`config.mk`:
```
export PLATFORM = sky130hd
export DESIGN_NAME = ow_master
export DESIGN_NICKNAME = d
export VERILOG_FILES = /design/src/rtl/ow_pkg.sv /design/src/rtl/ow_timebase.sv /design/src/rtl/ow_seq.sv /design/src/rtl/ow_pullup.sv /design/src/rtl/ow_master.sv
export SDC_FILE = /design/constraint.sdc
export NUM_CORES = 1
export LEC_CHECK = 0
export ABC_AREA = 1
export BUFFER_PORTS_ARGS = -buffer_cell sky130_fd_sc_hd__buf_2
export CAP_MARGIN = 10
export CORE_ASPECT_RATIO = 0.8
export CORE_MARGIN = 2
export CORE_UTILIZATION = 55
export DETAILED_ROUTE_END_ITERATION = 7
export PLACE_DENSITY = 0.74
export SLEW_MARGIN = 20
export SYNTH_ARGS = -nofsm -noshare
export SYNTH_HDL_FRONTEND = slang
export SYNTH_SLANG_ARGS = --single-unit
```
`constraint.sdc`:
```
create_clock -name clk -period 3.1 [get_ports clk]
set_clock_uncertainty 0.05 [all_clocks]
set_input_delay 0.93 -clock clk [delete_from_list [all_inputs] [get_ports clk]]
set_output_delay 0.93 -clock clk [all_outputs]
set_load 0.02 [all_outputs]
```
`src/rtl/ow_pkg.sv`:
```
package ow_pkg;
  localparam int T_W     = 12;
  localparam int BYTE_W  = 8;
  localparam int TICK_NS = 250;

  typedef enum logic [2:0] {
    OP_RST   = 3'd0,
    OP_WBIT  = 3'd1,
    OP_RBIT  = 3'd2,
    OP_WBYTE = 3'd3,
    OP_RBYTE = 3'd4
  } op_t;

  localparam logic [2:0] OP_LAST = 3'd4;

  typedef struct packed {
    logic [T_W-1:0] rst_low;
    logic [T_W-1:0] rst_high;
    logic [T_W-1:0] pres_smp;
    logic [T_W-1:0] short_smp;
    logic [T_W-1:0] slot;
    logic [T_W-1:0] read_smp;
    logic [T_W-1:0] apu_on;
  } prof_t;

  function automatic logic [T_W-1:0] ns2tk(input int ns);
    return T_W'((ns + TICK_NS / 2) / TICK_NS);
  endfunction

  function automatic prof_t speed_profile(input logic od);
    prof_t p;
    p.rst_low   = od ? ns2tk(72000) : ns2tk(600000);
    p.rst_high  = od ? ns2tk(74000) : ns2tk(584000);
    p.pres_smp  = od ? ns2tk(7500)  : ns2tk(70000);
    p.short_smp = od ? ns2tk(750)   : ns2tk(8000);
    p.slot      = od ? ns2tk(10500) : ns2tk(69300);
    p.read_smp  = od ? ns2tk(1500)  : ns2tk(14000);
    p.apu_on    = od ? ns2tk(500)   : ns2tk(2500);
    return p;
  endfunction

  // low time at the start of a slot: short for a one or a read, long for a zero
  function automatic logic [T_W-1:0] low_len(input logic od, input logic one);
    if (one) return od ? ns2tk(1000) : ns2tk(8000);
    return od ? ns2tk(7500) : ns2tk(64000);
  endfunction
endpackage

```
`src/rtl/ow_timebase.sv`:
```
module ow_timebase #(
  parameter int CLK_PER_TICK = 25
) (
  input  logic clk,
  input  logic rst_n,
  input  logic restart,
  output logic tick
);
  localparam int PRE_W = (CLK_PER_TICK > 1) ? $clog2(CLK_PER_TICK) : 1;
  localparam logic [PRE_W-1:0] PRE_MAX = PRE_W'(CLK_PER_TICK - 1);

  logic [PRE_W-1:0] pre_q, pre_n;

  assign tick = (pre_q == PRE_MAX);

  always_comb begin
    if (restart || tick) pre_n = '0;
    else                 pre_n = pre_q + 1'b1;
  end

  always_ff @(posedge clk or negedge rst_n) begin
    if (!rst_n) pre_q <= '0;
    else        pre_q <= pre_n;
  end
endmodule

```
`src/rtl/ow_seq.sv`:
```
module ow_seq
  import ow_pkg::*;
(
  input  logic              clk,
  input  logic              rst_n,
  input  logic              tick,
  input  logic              accept,
  input  op_t               op,
  input  logic [BYTE_W-1:0] data,
  input  logic              od,
  input  logic              line_in,
  output logic              pd_en,
  output logic              busy,
  output logic              release_p,
  output logic              done_p,
  output logic [T_W-1:0]    apu_len,
  output logic              presence,
  output logic              short_det,
  output logic              rd_bit,
  output logic [BYTE_W-1:0] rd_byte
);
  localparam int CNT_W = $clog2(BYTE_W + 1);

  typedef enum logic [1:0] {ST_IDLE, ST_RLOW, ST_RHIGH, ST_SLOT} st_t;

  st_t               st_q, st_n;
  logic [T_W-1:0]    tcnt_q, tcnt_n;
  logic [CNT_W-1:0]  left_q, left_n;
  logic [BYTE_W-1:0] sh_q, sh_n;
  logic              byte_q, byte_n;
  logic              od_q, od_n;
  logic              pd_q, pd_n;
  logic              pres_q, pres_n;
  logic              shrt_q, shrt_n;
  logic              rbit_q, rbit_n;
  logic [BYTE_W-1:0] rbyte_q, rbyte_n;
  prof_t             pf;

  assign pf = speed_profile(od_q);

  always_comb begin
    st_n    = st_q;
    tcnt_n  = tcnt_q;
    left_n  = left_q;
    sh_n    = sh_q;
    byte_n  = byte_q;
    od_n    = od_q;
    pres_n  = pres_q;
    shrt_n  = shrt_q;
    rbit_n  = rbit_q;
    rbyte_n = rbyte_q;
    unique case (st_q)
      ST_IDLE: begin
        if (accept) begin
          od_n   = od;
          tcnt_n = '0;
          unique case (op)
            OP_RST: begin
              st_n   = ST_RLOW;
              pres_n = 1'b0;
              shrt_n = 1'b0;
            end
            OP_WBIT: begin
              st_n   = ST_SLOT;
              left_n = CNT_W'(1);
              byte_n = 1'b0;
              sh_n   = {{(BYTE_W-1){1'b1}}, data[0]};
            end
            OP_RBIT: begin
              st_n   = ST_SLOT;
              left_n = CNT_W'(1);
              byte_n = 1'b0;
              sh_n   = '1;
            end
            OP_WBYTE: begin
              st_n   = ST_SLOT;
              left_n = CNT_W'(BYTE_W);
              byte_n = 1'b1;
              sh_n   = data;
            end
            OP_RBYTE: begin
              st_n   = ST_SLOT;
              left_n = CNT_W'(BYTE_W);
              byte_n = 1'b1;
              sh_n   = '1;
            end
            default: st_n = ST_IDLE;
          endcase
        end
      end
      ST_RLOW: begin
        if (tick) begin
          if (tcnt_q == pf.rst_low - 1'b1) begin
            st_n   = ST_RHIGH;
            tcnt_n = '0;
          end else begin
            tcnt_n = tcnt_q + 1'b1;
          end
        end
      end
      ST_RHIGH: begin
        if (tick) begin
          if (tcnt_q == pf.short_smp - 1'b1) shrt_n = ~line_in;
          if (tcnt_q == pf.pres_smp - 1'b1)  pres_n = ~line_in;
          if (tcnt_q == pf.rst_high - 1'b1) begin
            st_n   = ST_IDLE;
            tcnt_n = '0;
          end else begin
            tcnt_n = tcnt_q + 1'b1;
          end
        end
      end
      ST_SLOT: begin
        if (tick) begin
          if (tcnt_q == pf.read_smp - 1'b1) begin
            rbit_n = line_in;
            if (byte_q) rbyte_n = {line_in, rbyte_q[BYTE_W-1:1]};
          end
          if (tcnt_q == pf.slot - 1'b1) begin
            tcnt_n = '0;
            sh_n   = {1'b1, sh_q[BYTE_W-1:1]};
            left_n = left_q - 1'b1;
            if (left_q == CNT_W'(1)) st_n = ST_IDLE;
          end else begin
            tcnt_n = tcnt_q + 1'b1;
          end
        end
      end
      default: st_n = ST_IDLE;
    endcase
    pd_n = (st_n == ST_RLOW) ||
           ((st_n == ST_SLOT) && (tcnt_n < low_len(od_n, sh_n[0])));
  end

  always_ff @(posedge clk or negedge rst_n) begin
    if (!rst_n) begin
      st_q    <= ST_IDLE;
      tcnt_q  <= '0;
      left_q  <= '0;
      sh_q    <= '1;
      byte_q  <= 1'b0;
      od_q    <= 1'b0;
      pd_q    <= 1'b0;
      pres_q  <= 1'b0;
      shrt_q  <= 1'b0;
      rbit_q  <= 1'b0;
      rbyte_q <= '0;
    end else begin
      st_q    <= st_n;
      tcnt_q  <= tcnt_n;
      left_q  <= left_n;
      sh_q    <= sh_n;
      byte_q  <= byte_n;
      od_q    <= od_n;
      pd_q    <= pd_n;
      pres_q  <= pres_n;
      shrt_q  <= shrt_n;
      rbit_q  <= rbit_n;
      rbyte_q <= rbyte_n;
    end
  end

  assign pd_en     = pd_q;
  assign busy      = (st_q != ST_IDLE);
  assign release_p = pd_q & ~pd_n;
  assign done_p    = (st_q != ST_IDLE) && (st_n == ST_IDLE);
  assign apu_len   = pf.apu_on;
  assign presence  = pres_q;
  assign short_det = shrt_q;
  assign rd_bit    = rbit_q;
  assign rd_byte   = rbyte_q;
endmodule

```
`src/rtl/ow_pullup.sv`:
```
module ow_pullup
  import ow_pkg::*;
(
  input  logic           clk,
  input  logic           rst_n,
  input  logic           tick,
  input  logic           accept,
  input  logic           cfg_apu,
  input  logic           cfg_spu,
  input  logic           release_p,
  input  logic           done_p,
  input  logic [T_W-1:0] apu_len,
  output logic           pu_en,
  output logic           spu_n
);
  logic           apu_q, apu_n;
  logic           arm_q, arm_n;
  logic           act_q, act_n;
  logic [T_W-1:0] cnt_q, cnt_n;
  logic           spu_q, spu_d;

  always_comb begin
    apu_n = apu_q;
    arm_n = arm_q;
    act_n = act_q;
    cnt_n = cnt_q;
    spu_d = spu_q;
    if (accept) begin
      apu_n = cfg_apu;
      arm_n = cfg_spu;
      spu_d = 1'b0;
    end else if (done_p && arm_q) begin
      spu_d = 1'b1;
    end
    if (release_p && apu_q) begin
      act_n = 1'b1;
      cnt_n = '0;
    end else if (act_q && tick) begin
      if (cnt_q == apu_len - 1'b1) act_n = 1'b0;
      else                         cnt_n = cnt_q + 1'b1;
    end
  end

  always_ff @(posedge clk or negedge rst_n) begin
    if (!rst_n) begin
      apu_q <= 1'b0;
      arm_q <= 1'b0;
      act_q <= 1'b0;
      cnt_q <= '0;
      spu_q <= 1'b0;
    end else begin
      apu_q <= apu_n;
      arm_q <= arm_n;
      act_q <= act_n;
      cnt_q <= cnt_n;
      spu_q <= spu_d;
    end
  end

  assign pu_en = act_q | spu_q;
  assign spu_n = ~spu_q;
endmodule

```
`src/rtl/ow_master.sv`:
```
module ow_master
  import ow_pkg::*;
#(
  parameter int CLK_PER_TICK = 25
) (
  input  logic              clk,
  input  logic              rst_n,
  input  logic              cmd_valid,
  input  logic [2:0]        cmd_op,
  input  logic [BYTE_W-1:0] cmd_data,
  input  logic              cfg_overdrive,
  input  logic              cfg_active_pu,
  input  logic              cfg_strong_pu,
  input  logic              line_in,
  output logic              pd_en,
  output logic              pu_en,
  output logic              spu_n,
  output logic              busy,
  output logic              presence,
  output logic              short_det,
  output logic              rd_bit,
  output logic [BYTE_W-1:0] rd_byte
);
  logic           rst_meta, rst_s;
  logic           tick, accept, release_p, done_p;
  logic [T_W-1:0] apu_len;

  // asynchronous assertion, synchronous release
  always_ff @(posedge clk or negedge rst_n) begin
    if (!rst_n) begin
      rst_meta <= 1'b0;
      rst_s    <= 1'b0;
    end else begin
      rst_meta <= 1'b1;
      rst_s    <= rst_meta;
    end
  end

  assign accept = cmd_valid && !busy && (cmd_op <= OP_LAST);

  ow_timebase #(.CLK_PER_TICK(CLK_PER_TICK)) u_tb (
    .clk     (clk),
    .rst_n   (rst_s),
    .restart (accept),
    .tick    (tick)
  );

  ow_seq u_seq (
    .clk       (clk),
    .rst_n     (rst_s),
    .tick      (tick),
    .accept    (accept),
    .op        (op_t'(cmd_op)),
    .data      (cmd_data),
    .od        (cfg_overdrive),
    .line_in   (line_in),
    .pd_en     (pd_en),
    .busy      (busy),
    .release_p (release_p),
    .done_p    (done_p),
    .apu_len   (apu_len),
    .presence  (presence),
    .short_det (short_det),
    .rd_bit    (rd_bit),
    .rd_byte   (rd_byte)
  );

  ow_pullup u_pu (
    .clk       (clk),
    .rst_n     (rst_s),
    .tick      (tick),
    .accept    (accept),
    .cfg_apu   (cfg_active_pu),
    .cfg_spu   (cfg_strong_pu),
    .release_p (release_p),
    .done_p    (done_p),
    .apu_len   (apu_len),
    .pu_en     (pu_en),
    .spu_n     (spu_n)
  );
endmodule

```
======== Yosys cells after proc, flatten, opt, wreduce, memory -nomap -nowiden ========
Index checks and enable logic that the tools add are counted.
W data, S select, Z words.
word-level totals
  bits in latches ......................... 0
  RAM bits ................................ 0
  bits in registers ....................... 63
  ROM bits ................................ 0
  bits of input ports ..................... 18
  logic and storage cells ................. 159
  output and inout bits ................... 15
  memories ................................ 0
operators by class
  divide/modulo/power cells ............... 0
  $add $sub $neg .......................... 11
  $mul .................................... 0
  mux-type cells .......................... 60
  equality and inequality tests ........... 28
  shift operators ......................... 0
  bitwise gates (word level) .............. 5
  reduce and logical (&&, ||, !) cells .... 33
  magnitude comparators ................... 2
operators with widths
  cell                     count
  $mux W12                 14
  $eq A12 B12 Y1           7
  $sub A12 B1 Y12 const B  7
  $pmux W12 S4             1
  $mux W9                  3
  $add A12 B1 Y12 const B  2
  $mux W8                  3
  $pmux W8 S3              1
  $reduce_and A5 Y1        4
  $mux W6                  3
  $mux W2                  8
  $mux W4                  4
  $pmux W4 S2              2
  $pmux W8 S2              1
  $mux W1                  14
  $reduce_bool A2 Y1       7
  $lt A12 B12 Y1           1
  $ne A2 B1 Y1 const B     4
  $ne A2 B2 Y1 const B     4
  $pmux W2 S4              1
  $logic_and A1 B1 Y1      7
  $eq A2 B2 Y1 const B     3
  $eq A3 B2 Y1 const B     2
  $pmux W1 S2              3
  other kinds (24)         33

======== Longest topological paths before layout ========
  word-level depth ........................ 17
  depth in mapped cells ................... 25
  depth with buffers taken out ............ 24

======== Cells and area by module ========
A second synthesis with hierarchy kept.
unflattened totals
  cell total of the unflattened synthesis .. 747
  area total of the unflattened synthesis .. 5068.6 um2
by module, submodules not included
  module       seq. area each (um2)  times used  area an instance (um2)  cells each
  ow_seq       1011.0                1           3229.3                  467
  ow_pullup    400.4                 1           1495.2                  238
  ow_timebase  125.1                 1           267.8                   33
  ow_master    50.0                  1           76.3                    9

======== Least setup slack after synthesis ========
Ideal clock, no wire load.
  path type ............................... register to register
  start point ............................. register u_seq.tcnt_q[6]
  end point ............................... register u_pu.act_q
  arrival time ............................ 2965 ps
  path slack .............................. -36 ps
  stages on the path, launching flop included .. 23
  period minus slack after synthesis ...... 3136 ps
  buffers on the path ..................... 2
  data required time ...................... 2930 ps
  setup time .............................. 120 ps
  cell sequence ........................... dfrtp_1 > buf_2 > nor2_1 > nand3_1 > nor2_2 > nand3_2 > nand2_4 > nand2_4 > inv_2 > nand2_1 > o21ai_0 > inv_1 > o211ai_1 > o21ai_0 > ha_1 > a21o_1 > nor3_1 > nor2_1 > nor2_1 > nand3_2 > nand3_2 > buf_8 > nand2_1
on the way
  elaborated cells on any way between the ends .. 36
  those cells by class .................... 1 x add/sub; 1 x order compare; 5 x eq/ne; 21 x mux; 2 x bitwise; 6 x reduce/logical
RTL lines
  element                                   RTL line                                    source
  start: declaration                        ow_seq.sv:27                                logic [T_W-1:0] tcnt_q, tcnt_n;
  start signal: assignment                  ow_seq.sv:150                               tcnt_q <= tcnt_n;
  $eq A12 B12 Y1, on equally long branches  ow_seq.sv:119, ow_seq.sv:93, ow_seq.sv:105
  $mux W12, on equally long branches        ow_seq.sv:119, ow_seq.sv:93, ow_seq.sv:105
  $mux W12, on equally long branches        ow_seq.sv:114, ow_seq.sv:92, ow_seq.sv:102
  $pmux W12 S4 *                            ow_seq.sv:52                                unique case (st_q)
  via u_seq.tcnt_n[5]                       ow_seq.sv:27
  $lt A12 B12 Y1 *                          ow_seq.sv:132                               ((st_n == ST_SLOT) && (tcnt_n < low_len(od_n, sh_n[0])));
  $logic_and A1 B1 Y1 *                     ow_seq.sv:132
  $logic_or A1 B1 Y1 *                      ow_seq.sv:131                               pd_n = (st_n == ST_RLOW) ||
  $not A1 Y1 *                              ow_seq.sv:165                               assign release_p = pd_q & ~pd_n;
  $and A1 B1 Y1 *                           ow_seq.sv:165
  $logic_and A1 B1 Y1 *                     ow_pullup.sv:35                             if (release_p && apu_q) begin
  $reduce_bool A2 Y1 (no source line)       n/a
  $reduce_and A2 Y1 (no source line)        n/a
  end signal: assignment                    ow_pullup.sv:54                             act_q <= act_n;
  end: declaration                          ow_pullup.sv:18                             logic act_q, act_n;
The timed path passes the listed nets; every way through them passes the cells marked *. The select of a mux whose other input is x is not followed.
A chain may end at the register's enable or synchronous reset.

======== Worst setup path after layout ========
  start point ............................. register u_seq.od_q
  end point ............................... register u_pu.cnt_q[9]
on the way
  elaborated cells on any way between the ends .. 48
  those cells by class .................... 4 x add/sub; 1 x order compare; 7 x eq/ne; 29 x mux; 2 x bitwise; 5 x reduce/logical
RTL lines
  element                                                              RTL line                                    source
  start: declaration                                                   ow_seq.sv:31                                logic od_q, od_n;
  start signal: assignment                                             ow_seq.sv:154                               od_q <= od_n;
  $mux W9, or another cell as far along                                ow_pkg.sv:36                                p.slot = od ? ns2tk(10500) : ns2tk(69300);
  $sub A12 B1 Y12, on equally long branches                            ow_seq.sv:119, ow_seq.sv:93, ow_seq.sv:105
  $eq A12 B12 Y1, on equally long branches                             ow_seq.sv:119, ow_seq.sv:93, ow_seq.sv:105
  $mux W12, on equally long branches                                   ow_seq.sv:119, ow_seq.sv:93, ow_seq.sv:105
  $mux W12, on equally long branches                                   ow_seq.sv:114, ow_seq.sv:92, ow_seq.sv:102
  $pmux W12 S4 *                                                       ow_seq.sv:52
  via u_seq.tcnt_n[8]                                                  ow_seq.sv:27
  $lt A12 B12 Y1 *                                                     ow_seq.sv:132
  $logic_and A1 B1 Y1 *                                                ow_seq.sv:132
  $logic_or A1 B1 Y1 *                                                 ow_seq.sv:131
  $not A1 Y1 *                                                         ow_seq.sv:165
  $and A1 B1 Y1 *                                                      ow_seq.sv:165
  $logic_and A1 B1 Y1 *                                                ow_pullup.sv:35
  $ne A2 B1 Y1 (no source line) or $reduce_bool A2 Y1 (tied branches)  n/a
  $reduce_and A2 Y1 (no source line)                                   n/a
  end signal: assignment                                               ow_pullup.sv:55                             cnt_q <= cnt_n;
  end: declaration                                                     ow_pullup.sv:19                             logic [T_W-1:0] cnt_q, cnt_n;
Marked as above.

==> results.md <==
- Met3 GRT Util: 0.09045
- Pleak: 3.211 nW
- GP Congestion: 0.9823
- Net Switching: 2.265 mW
- Slew Limit Headroom: 0.4738
- Synth top area share: 0.3161
- CP max FO: 8
- Post-Synthesis Cells: 612
- Chip Width: 103.5 µm
- Ys flop type: dfrtp_1
- CP Capture Type: register
- Pwr dens: 836.5 nW/µm²
- I/O Buffers: 32
- Pin count of the biggest net entering global routing: 62
- Initial Util: 0.5781
- GRT Max-Usage Layer: met2
- Comb power frac: 0.625
- CTS tree: built
- Core Area: 7532 µm²
- Starting DRC count in detailed routing: 388
- Overflow after GRT: 0
- Hold Crit Class: input pin to async pin
- Vias per std cell: 5.484
- Final WL: 13670 µm
- Die area: 8648 µm²
- Final count of negative-setup-slack endpoints: 13
- Final Slew Violations: 0
- Nets: 797
- Cell taking the most area after synthesis: dfrtp_1
- Sequential power share: 0.237
- Clock share of power: 0.138
- Crit path time final: 3.326 ns
- Failing checks: negative setup slack
- Number of H-tree levels: 3
- Sink Count: 63
- Post-synth ARST share: 1.000
- Max Cap Viol: 0
- GRT Total Usage: 0.3282
- DRC errors left: 0
- Fin Hold WS: 0.2911 ns
- Slew @ Worst Pin: 0.7893 ns
- Netlist cell types: 47
- Syn_area_per_cell: 7.115 µm²
- Synth Warn #: 0
- I/O pin cnt: 33
- Setup CP Type: register to register
- Sw Share: 0.4588
- Ratio of final minimum period to clock period: 1.073
- Drt first pass iters: 7
- CTS Root Cell: clkbuf_8
- Final hold violations: 0
- Final ANT Viol Nets: 0
- Hold Buf Count CTS: 0
- Met2 global-route usage: 0.5097
- Layout cells sized above 1: 0.3272
- Final instance area: 5902 µm²
- Run status: finished, violations left
- Int Pwr: 2.672 mW
- Met1 Resource Use GR: 0.4401
- Antenna violations before repair: 0
- Post-synth EDFFs: 0
- VDD IR max: 629.9 µV
- Cells on worst reg2reg path: 26
- Row cnt: 28
- Number of global-route vias before repair: 4678
- Sequential-to-total area share from yosys stat: 0.3644
- Type of origin of the critical path: register
- CP arrival: 3.54 ns
- FMAX: 300.7 MHz
- Synth top area cells: dfrtp_1 (32%), nand2_1 (14%), inv_1 (7.9%)
- Post-DP HPWL: 9643 µm
- Most common library cells after synthesis: nand2_1 (159), inv_1 (92), dfrtp_1 (55), nor2_1 (52), nand3_1 (42)
- Clk Latency, worst-skew pair: 0.37 ns
- Syn Std Cell Area: 4354 µm²
- Post-synthesis sequential element count: 63
- Slack of the critical path: -0.2257 ns
- Syn_nets: 647
- Clk buf depth: 2
- Vias post-DR: 4782
- Routed wire per std cell: 15.68 µm
- Inserted Diodes: 0
- RSZ-0062 raised after global routing: yes
- Cell with the most instances after synthesis: nand2_1
- Dpl cell area: 5326 µm²
- CTS buffer count: 9
- Critical Path RT: 3.31 ns
- Clock input transition at the sequential cells of the worst setup and hold paths: 0.07 ns
- Die Ht: 83.58 µm
- Area Growth Syn to Fin: 35.55%
- First-pass GRT wire length: 22000 µm
==> registers in the layout, indices dropped and copies added (netlist names), 2 cells and up <==
| name | flops |
|---|---|
| u_seq.rd_byte | 8 |
| u_pu.cnt_q | 12 |
| u_seq.left_q | 4 |
| u_seq.st_q | 2 |
| u_seq.sh_q | 8 |
| u_tb.pre_q | 5 |
| u_seq.tcnt_q | 12 |
==> critical path, cell delays in order, from the launching register on <==
cell     delay, ns
dfrtp_2       0.46
buf_6         0.16
nand2_1       0.08
nand2_2       0.08
nor2_4        0.17
nand3_4       0.12
nand2_4       0.09
nand2_4       0.05
inv_2         0.06
nand2_2       0.06
o21ai_2       0.15
buf_4         0.13
o22ai_1       0.06
nand2_1       0.06
o31ai_1       0.09
ha_1          0.28
inv_1         0.04
a21oi_1       0.11
nand3_1       0.15
nor2_1        0.15
nor2_1        0.07
nand3_2       0.10
nand3_4       0.09
buf_12        0.14
buf_12        0.14
nand2_4       0.05
inv_2         0.03
==> cell families (layout without fill, tap and decap cells) <==
logic type,after synthesis,in the layout,share of synthesized area
flops,63,63,0.3644
mux,7,7,0.01609
buf+inv,117,272,0.1083
compound gates,87,87,0.1170
fa+ha+maj,17,17,0.04885
other cells,1,1,0.0008612
xor+xnor,16,16,0.03219
simple gates,304,304,0.3124
==> per-layer routing <==
metal  up-vias  routed length (µm)  share of wire
met4         0                 318          0.023
met3        31                1158          0.085
met2       219                6378           0.47
met1      2261                5819           0.43
met5         -                   0              0
li1       2271                   -              -
==> stage by stage <==
stage	worst slack, ns	power (mW)	TNS [ns]	instances	utilization
2_1_floorplan	0.01816	2.695	0	612	-
3_3_place_gp	-0.2373	3.768	-2.782	834	0.7071
3_5_place_dp	-0.3264	3.847	-4.092	834	0.7071
4_1_cts	-0.1583	4.764	-1.767	869	0.7723
5_1_grt	-0.3837	5.259	-4.486	872	0.7836
6_report	-0.2257	4.937	-2.196	872	0.7836
==> cell type report <==
class	count	area, µm²
Sequential cell	63	1590
Multi-Input combinational cell	432	2482
Fill cell	533	1630
Clock buffer	12	145.1
Inverter	104	392.9
Clock inverter	4	31.28
Timing Repair Buffer	152	1129
Tap cell	105	131.4
==> layout by cell type (no fill, tap or decap), types with 3 or more instances in the layout <==
cell type and count:
a31oi_1 3, dfstp_2 8, dfrtp_2 3, nand2_4 10, o21ai_1 8, buf_12 3, nand2_1 143, nor4_1 3
nand3_2 5, nor3_1 3, o211ai_1 6, inv_2 15, nor2_1 47, xnor2_1 3, mux2i_1 7, buf_2 32
xor2_1 13, nand2_2 21, o21ai_0 35, nand4_1 15, buf_4 109, ha_1 16, a21oi_1 16, clkinvlp_4 3
nand3_1 39, nor2_2 4, inv_1 88, buf_6 8, dfrtp_1 52, clkbuf_8 10, nor2_4 5
==> timing repair <==
item,4_1_cts,5_1_grt
cloned,1,0
buffers inserted,18,5
hold endpoints to repair,0,0
gates resized for setup,44,22
pin swaps,3,22
setup endpoints to repair,13,14
==> power by group through the flow <==
stage | Sequential, mW | Clock (mW) | Combinational [mW]
final | 1.17 | 0.679 | 3.09
after floorplan | 1.18 | 0 | 1.51
after CTS | 1.16 | 0.678 | 2.92
after detailed placement | 1.17 | 0 | 2.68
after global routing | 1.19 | 0.713 | 3.36
after global placement | 1.16 | 0 | 2.61
==> path summary, 6_finish.rpt <==
kind / start / to / slack [ns]
hold / removal: rst_n / rst_s$_DFF_PN0_ / 0.29
hold reg to reg: rst_meta$_DFF_PN0_ / rst_s$_DFF_PN0_ / 0.31
setup reg to reg: u_seq.od_q$_DFF_PN0_ / u_pu.cnt_q[9]$_DFFE_PN0P_ / -0.23
max in group asynchronous: rst_s$_DFF_PN0_ / u_seq.od_q$_DFF_PN0_ / 2.06
setup / recovery: u_seq.od_q$_DFF_PN0_ / u_pu.cnt_q[9]$_DFFE_PN0P_ / -0.23
min in group clk: rst_meta$_DFF_PN0_ / rst_s$_DFF_PN0_ / 0.31
Note: power is estimated with default switching activity, not from simulation.
